===== config.mk =====
export PLATFORM = sky130hd
export DESIGN_NAME = sw_net_layer
export DESIGN_NICKNAME = d
export VERILOG_FILES = /design/src/rtl/sw_net_pkg.sv /design/src/rtl/sw_low_timer.sv /design/src/rtl/sw_id_walk.sv /design/src/rtl/sw_net_layer.sv
export SDC_FILE = /design/constraint.sdc
export NUM_CORES = 1
export LEC_CHECK = 0
export BUFFER_PORTS_ARGS = -buffer_cell sky130_fd_sc_hd__buf_4
export CAP_MARGIN = 30
export CORE_MARGIN = 2
export CORE_UTILIZATION = 53
export DETAILED_ROUTE_END_ITERATION = 10
export PLACE_DENSITY_LB_ADDON = 0.08
export REMOVE_ABC_BUFFERS = 1
export SLEW_MARGIN = 20
export SYNTH_ARGS = -nofsm -noshare
export SYNTH_HDL_FRONTEND = slang
export SYNTH_SLANG_ARGS = --single-unit
export TNS_END_PERCENT = 100

===== constraint.sdc =====
create_clock -name clk_i -period 5.2 [get_ports clk_i]
set_input_delay 1.56 -clock clk_i [delete_from_list [all_inputs] [get_ports clk_i]]
set_output_delay 1.56 -clock clk_i [all_outputs]
set_load 0.02 [all_outputs]

===== src/rtl/sw_net_pkg.sv =====
package sw_net_pkg;
  typedef enum logic [2:0] {
    NS_IDLE, NS_PRES, NS_CMD, NS_READ, NS_MATCH, NS_SEARCH, NS_MEM
  } net_state_e;

  localparam logic [7:0] CMD_READ_ID  = 8'h33;
  localparam logic [7:0] CMD_MATCH_ID = 8'h55;
  localparam logic [7:0] CMD_SEARCH   = 8'hF0;
  localparam logic [7:0] CMD_SKIP     = 8'hCC;
  localparam logic [7:0] CMD_RESUME   = 8'hA5;
  localparam logic [7:0] CMD_OD_SKIP  = 8'h3C;
  localparam logic [7:0] CMD_OD_MATCH = 8'h69;
endpackage


===== src/rtl/sw_low_timer.sv =====
module sw_low_timer #(
  parameter int STD_CYC = 120,
  parameter int OD_CYC  = 16
) (
  input  logic clk_i,
  input  logic rst_ni,
  input  logic line_i,
  input  logic od_i,
  output logic reset_hit_o,
  output logic std_hit_o
);
  localparam int CW = $clog2(STD_CYC + 2);

  logic [CW-1:0] cnt_q;
  logic          od_hit;

  always_ff @(posedge clk_i or negedge rst_ni) begin
    if (!rst_ni)                          cnt_q <= '0;
    else if (line_i)                      cnt_q <= '0;
    else if (cnt_q != CW'(STD_CYC + 1))   cnt_q <= cnt_q + 1'b1;
  end

  // Fires on the sample that exceeds the threshold; saturation prevents repeats
  assign std_hit_o   = !line_i && (cnt_q == CW'(STD_CYC));
  assign od_hit      = od_i && !line_i && (cnt_q == CW'(OD_CYC));
  assign reset_hit_o = std_hit_o || od_hit;
endmodule


===== src/rtl/sw_id_walk.sv =====
module sw_id_walk #(
  parameter int ID_BITS = 64,
  localparam int IW = $clog2(ID_BITS)
) (
  input  logic          clk_i,
  input  logic          rst_ni,
  input  logic          clr_i,
  input  logic          step_i,
  input  logic          triple_i,
  output logic [IW-1:0] idx_o,
  output logic [1:0]    phase_o,
  output logic          last_o
);
  always_ff @(posedge clk_i or negedge rst_ni) begin
    if (!rst_ni) begin
      idx_o   <= '0;
      phase_o <= '0;
    end else if (clr_i) begin
      idx_o   <= '0;
      phase_o <= '0;
    end else if (step_i) begin
      if (triple_i && phase_o != 2'd2) begin
        phase_o <= phase_o + 2'd1;
      end else begin
        phase_o <= '0;
        idx_o   <= idx_o + 1'b1;
      end
    end
  end

  assign last_o = (idx_o == IW'(ID_BITS - 1)) && (!triple_i || phase_o == 2'd2);
endmodule


===== src/rtl/sw_net_layer.sv =====
module sw_net_layer
  import sw_net_pkg::*;
#(
  parameter int ID_BITS    = 64,
  parameter int CLK_PER_US = 1,
  parameter int STD_US     = 120,
  parameter int OD_US      = 16
) (
  input  logic               clk_i,
  input  logic               rst_ni,
  input  logic               line_i,
  input  logic               presence_done_i,
  input  logic               rx_valid_i,
  input  logic [7:0]         rx_byte_i,
  input  logic               slot_i,
  input  logic               slot_rx_i,
  input  logic [ID_BITS-1:0] id_i,
  output logic               tx_en_o,
  output logic               tx_bit_o,
  output logic               od_o,
  output logic               mem_sel_o,
  output logic               bus_reset_o
);
  localparam int STD_CYC = STD_US * CLK_PER_US;
  localparam int OD_CYC  = OD_US * CLK_PER_US;
  localparam int IW      = $clog2(ID_BITS);

  net_state_e    state_q, state_d;
  logic          od_q, od_d, rc_q, rc_d, brst_q;
  logic          reset_hit, std_hit;
  logic [IW-1:0] idx;
  logic [1:0]    phase;
  logic          last, id_bit, walk_clr, walk_step, bit_ok;

  sw_low_timer #(.STD_CYC(STD_CYC), .OD_CYC(OD_CYC)) u_timer (
    .clk_i, .rst_ni, .line_i, .od_i(od_q),
    .reset_hit_o(reset_hit), .std_hit_o(std_hit)
  );

  assign walk_clr  = reset_hit || (state_q == NS_CMD && rx_valid_i);
  assign walk_step = slot_i && (state_q inside {NS_READ, NS_MATCH, NS_SEARCH});

  sw_id_walk #(.ID_BITS(ID_BITS)) u_walk (
    .clk_i, .rst_ni, .clr_i(walk_clr), .step_i(walk_step),
    .triple_i(state_q == NS_SEARCH),
    .idx_o(idx), .phase_o(phase), .last_o(last)
  );

  assign id_bit = id_i[idx];
  assign bit_ok = (slot_rx_i == id_bit);

  always_comb begin
    state_d = state_q;
    od_d    = od_q;
    rc_d    = rc_q;
    if (reset_hit) begin
      state_d = NS_PRES;
      if (std_hit) od_d = 1'b0;
    end else begin
      case (state_q)
        NS_PRES: if (presence_done_i) state_d = NS_CMD;
        NS_CMD: if (rx_valid_i) begin
          rc_d = 1'b0;
          case (rx_byte_i)
            CMD_READ_ID:  state_d = NS_READ;
            CMD_MATCH_ID: state_d = NS_MATCH;
            CMD_SEARCH:   state_d = NS_SEARCH;
            CMD_SKIP:     state_d = NS_MEM;
            CMD_OD_SKIP:  begin state_d = NS_MEM;   od_d = 1'b1; end
            CMD_OD_MATCH: begin state_d = NS_MATCH; od_d = 1'b1; end
            CMD_RESUME:   begin
              state_d = rc_q ? NS_MEM : NS_IDLE;
              rc_d    = rc_q;
            end
            default:      begin state_d = NS_IDLE; rc_d = rc_q; end
          endcase
        end
        NS_READ: if (slot_i && last) begin
          state_d = NS_MEM;
          rc_d    = 1'b1;
        end
        NS_MATCH, NS_SEARCH: if (slot_i && (state_q == NS_MATCH || phase == 2'd2)) begin
          if (!bit_ok)   state_d = NS_IDLE;
          else if (last) begin
            state_d = NS_MEM;
            rc_d    = 1'b1;
          end
        end
        default: ;
      endcase
    end
  end

  always_ff @(posedge clk_i or negedge rst_ni) begin
    if (!rst_ni) begin
      state_q <= NS_IDLE;
      od_q    <= 1'b0;
      rc_q    <= 1'b0;
      brst_q  <= 1'b0;
    end else begin
      state_q <= state_d;
      od_q    <= od_d;
      rc_q    <= rc_d;
      brst_q  <= reset_hit;
    end
  end

  assign tx_en_o     = (state_q == NS_READ) || (state_q == NS_SEARCH && phase != 2'd2);
  assign tx_bit_o    = !tx_en_o || ((state_q == NS_SEARCH && phase == 2'd1) ? !id_bit : id_bit);
  assign od_o        = od_q;
  assign mem_sel_o   = (state_q == NS_MEM);
  assign bus_reset_o = brst_q;
endmodule


==> Word-level counts from Yosys, hierarchy flattened <==
Index checks and enable logic that the tools add are counted.
{ "classes": {"eq_ne": 34, "muxes": 33, "n_div": 0, "order_cmp": 1, "n_reduce_logical": 37, "bitwise_logic": 1, "shift": 0, "n_mul": 0, "addsub": 3} }
{ "ops": {"columns": ["op", "count"], "rows": [
  ["$eq 8x8->1 const B", 3],
  ["$mux 3", 8],
  ["$mux 6", 3],
  ["$eq 8x6->1 const B", 2],
  ["$eq 8x7->1 const B", 2],
  ["$pmux 3 s5", 1],
  ["$mux 7", 2],
  ["$mux 1", 13],
  ["$ne 2x2->1 const B", 6],
  ["$pmux 3 s4", 1],
  ["$logic_and 1x1->1", 10],
  ["$reduce_bool 2->1", 5],
  ["$eq 3x3->1 const B", 3],
  ["$ne 3x3->1 const B", 3],
  ["$reduce_and 8->1", 1],
  ["$reduce_or 2->1", 4],
  ["$add 7x1->7 const B", 1],
  ["$eq 7x5->1 const B", 1],
  ["$eq 7x7->1 const B", 1],
  ["$lt 6x7->1 const B", 1],
  ["$ne 7x7->1 const B", 1],
  ["$add 6x1->6 const B", 1],
  ["$bmux 1 s6", 1],
  ["$eq 3x2->1 const B", 2],
  ["20 further kinds", 33]
]} }
{ "word_totals": {"memories": 0, "register_bits": 21, "latch_bits": 0, "ram_bits": 0, "elab_cells": 116, "romBits": 0} }

==> Logic depth before layout (Yosys ltp) <==
{ "depth": {"ltp_word": 9, "ltp_mapped": 9, "ltp_nobuf": 9} }

==> Modules after synthesis <==
From an unflattened synthesis, not the netlist that was laid out.
{ "hier_totals": {"cells_unflattened": 250, "area_unflattened_um2": 2197.1} }
{ "by_module_without_submodules": {"columns": ["mod", "seq_area_each_um2", "cells_each", "area_per_inst_um2", "n_inst"], "rows": [
  ["sw_net_layer", 150.1, 160, 1337.5, 1],
  ["sw_low_timer", 175.2, 46, 444.2, 1],
  ["sw_id_walk", 200.2, 44, 415.4, 1]
]} }

==> Least setup slack after synthesis <==
No wires, ideal clock.
{ "synth_timing": {"path_type": "in2out", "start": "input port id_i[3]", "end": "output port tx_bit_o", "arrival_time_ps": 2905, "path_stages": 6, "t_required_ps": 3640, "slack_ps": 735, "cell_sequence": "mux4_2 > a2111oi_2 > o22ai_1 > nand2_2 > xnor2_1 > nand2_1"} }
{ "synth_via": {"elab_chain_cells": 5} }
{ "synth_lines": {"columns": ["item", "line_no", "source"], "rows": [
  ["from (decl)", "sw_net_layer.sv:17", "input logic [ID_BITS-1:0] id_i,"],
  ["$bmux 1 s6 (*)", "sw_net_layer.sv:49", "assign id_bit = id_i[idx];"],
  ["$mux 1 (not written as such) (*)", "sw_net_layer.sv:49", null],
  ["$logic_not 1->1", "sw_net_layer.sv:109", "assign tx_bit_o = !tx_en_o || ((state_q == NS_SEARCH && phase == 2'd1) ? !id_bit : id_bit);"],
  ["$mux 1 (*)", "sw_net_layer.sv:109", null],
  ["$logic_or 1x1->1 (*)", "sw_net_layer.sv:109", null],
  ["to (decl)", "sw_net_layer.sv:19", "output logic tx_bit_o,"]
]} }
Mark *: on every way between the ends. The rest lies on a longest branch, timed or not. The select of a mux whose other input is x is not followed.

==> Worst setup path after layout <==
Same ends and word-level chain as after synthesis.

==> key figures <==
Run status
  • Outcome: finished, final reports clean

Yosys
  • Commonest cells post-synth: mux2i_1, dfrtp_1, nor2_1
  • Synth area leaders: dfrtp_1, mux2i_1, mux4_1
  • Post-synth top area share: 24.58%
  • Synthesized area: 2138 µm²
  • Most frequent cell after synthesis: mux2i_1
  • Post-Syn Area per Cell: 9.297 µm²
  • Yosys top cell by area: dfrtp_1
  • Mapped Cells: 230
  • Synth Register Bits: 21
  • Number of synthesized flops with an enable pin: 0
  • FFs w/ async S/R, synth: 100.0%
  • Synth warn: 0
  • Netlist cell types: 57
  • Post-synthesis sequential area ratio: 24.58%
  • Synth Flop Type: dfrtp_1

Timing
  • Slew headroom: 41.97%
  • Setup violations, final: 0
  • Fin crit period: 4.774 ns
  • Slew at the pin closest to its max-slew limit: 0.8705 ns
  • Final hold violations: 0
  • Setup Skew: 0.002124 ns
  • Fmax: 209.5 MHz
  • Setup TNS: 0 ns
  • Fin. max-slew vios: 0
  • RSZ-0062 raised after global routing: false
  • Final period util: 91.81%

Clocking
  • CTS Sinks: 21
  • Resized cells post-CTS: 0
  • H-tree Lvls: 1
  • Hold_buf cts: 0
  • Worst-Skew Late Latency: 0.27 ns
  • Clock transition at path regs: 0.08 ns
  • CTS tree: done
  • CTS buffer count: 3
  • CTS Buffer Depth: 2
  • Postcts setup bufs: 0
  • Root buf cell: clkbuf_8

Die
  • Core ar.: 3943 µm²
  • Initial Util: 54.24%
  • Die Width: 67.52 µm
  • Row cnt: 23
  • DIE AREA: 4558 µm²
  • Ports: 84
  • Die height: 67.52 µm

Cells and area
  • N_diodes: 0
  • Share of layout cells above drive strength 1: 32.47%
  • Area Overhead vs Synth: 30.54%
  • Fin nets: 394

Pwr
  • Final Power: 0.7825 mW
  • Power density over the cells: 280.3 nW/µm²
  • Clock power share: 14.5%
  • Peak VDD IR: 0.0002136 V
  • Leak: 1.236 nW
  • P_sw: 0.3139 mW
  • Net Sw Frac: 40.12%
  • Combinational power share: 53.2%
  • Reg power frac: 32.3%
  • Internal: 0.4686 mW

Global route
  • Vias in the first global route: 1972
  • Top Usage Layer GRT: met2
  • Overall routing resource usage: 23.15%
  • GRT overflow: 0
  • Largest net degree at the start of global routing: 22
  • Global-route wire length before repair: 8162 µm
  • Grt met1 use: 28.93%
  • M3 GR Usage: 4.500%
  • Initial antenna violation count: 0
  • M2 GR Usage: 41.67%

Place
  • IO buf count: 83
  • GP Congestion: 0.9277
  • Post-DP HPWL: 4147 µm

Drt
  • ANT nets after route: 0
  • Drt initial violations: 111
  • Drt wl/cell: 14.25 µm
  • Via count: 2035
  • Vias per cell: 5.684
  • DRC: 0
  • WL final: 5100 µm
  • First-pass DRT Iterations: 4

Worst setup path
  • Startpoint types: input port
  • WP data required: 3.64 ns
  • R2R depth: 9
  • Critical path class: input port to output pin
  • Critical path peak fanout: 3
  • Arrival @ worst endpoint: 3.21 ns
  • Crit end category: output pin

Run
  • MaxCap Viol Count: 0

Hold path
  • Worst min-delay path class: register to register
  • Worst hold stages: 2
[cells by family (layout without fill, tap and decap cells)]
kind of cell | count (synthesis) | in the layout | synth area share [%]
and+or+nand+nor | 94 | 94 | 24.63
xor gates and xnor gates | 10 | 10 | 4.096
adders and majority gates | 6 | 6 | 3.511
AOI/OAI and AO/OA | 47 | 47 | 17.15
buffers and inverters | 19 | 97 | 5.909
muxes | 33 | 33 | 20.13
DFF | 21 | 21 | 24.58
[per-stage QoR]
stage	instances	worst slack, ns	utilization, %	hold WS [ns]	instance area (µm²)
5_1_grt	358	0.3525	70.80	0.5600	2791
6_report	358	0.4257	70.80	0.5175	2791
2_1_floorplan	219	0.7350	-	0.5098	2042
4_1_cts	358	0.4329	70.80	0.5346	2791
3_3_place_gp	354	0.4738	69.57	0.4933	2743
3_5_place_dp	354	0.4312	69.57	0.5149	2743
[power groups by stage]
stage                     Sequential, mW  Combinational (mW)  Clock, mW
after detailed placement           0.257               0.415          0
final                              0.253               0.416      0.113
after global routing               0.261               0.458      0.121
after floorplan                    0.250               0.291          0
after CTS                          0.254               0.416      0.116
after global placement             0.256               0.408          0
[layout make-up]
| cell class | instances | area, µm² |
|---|---|---|
| multi-input cells | 190 | 1486 |
| fillers | 341 | 1151 |
| repair buffers | 85 | 638.1 |
| flip-flops and latches | 21 | 525.5 |
| well taps | 50 | 62.56 |
| clock buffers | 3 | 41.29 |
| inverters | 8 | 30.03 |
| clock inverters | 1 | 7.507 |
[per-layer routing]
layer / up-vias / share of wire, %
li1: 1032 / -
met2: 60 / 50
met4: 0 / 0.80
met5: - / 0
met1: 934 / 42
met3: 9 / 6.7
[worst max-delay path: stages]
cell and delay [ns]:
buf_4 0.11, mux4_2 0.47, a2111oi_2 0.37, o22ai_1 0.22, nand2_2 0.13, xnor2_1 0.13
nand2_1 0.07, buf_4 0.15
[sequential cells by signal, summed over array words and instances (netlist names)]
name	count
od_o	1
u_walk.phase_o	2
u_timer.cnt_q	7
u_walk.idx_o	6
rc_q	1
bus_reset_o	1
state_q	3
[path summary, 6_finish.rpt]
| check | slack, ns | end | startpoint |
|---|---|---|---|
| hold reg to reg | 0.52 | od_o$_DFFE_PN0P_ | od_o$_DFFE_PN0P_ |
| hold / removal | 0.52 | od_o$_DFFE_PN0P_ | od_o$_DFFE_PN0P_ |
| setup reg to reg | 2.20 | state_q[1]$_DFFE_PN0P_ | u_walk.idx_o[1]$_DFFE_PN0P_ |
| max in group asynchronous | 3.82 | u_timer.cnt_q[5]$_DFFE_PN0P_ | rst_ni |
| min in group asynchronous | 1.16 | state_q[1]$_DFFE_PN0P_ | rst_ni |
| setup / recovery | 0.43 | tx_bit_o | id_i[3] |
[cells in the final DEF, fill, tap and decap left out, drive strengths merged, types with 2 or more instances in the layout]
cell type  instances
nor3b              2
o41ai              3
and3               5
a211oi             3
nor2              18
clkbuf             3
buf               85
a21oi             10
or3                2
ha                 6
xor2               4
nand2b             7
mux4               6
a22oi              8
nand3             11
mux2i             25
nand4              8
o31ai              2
xnor2              6
o22ai              3
nor3               6
mux2               2
nor2b              4
a31oi              3
nor4bb             4
inv                8
o21ai              5
a2111oi            2
a21boi             2
dfrtp             21
and2               4
nand2             16
Note: power is estimated with default switching activity, not from simulation.
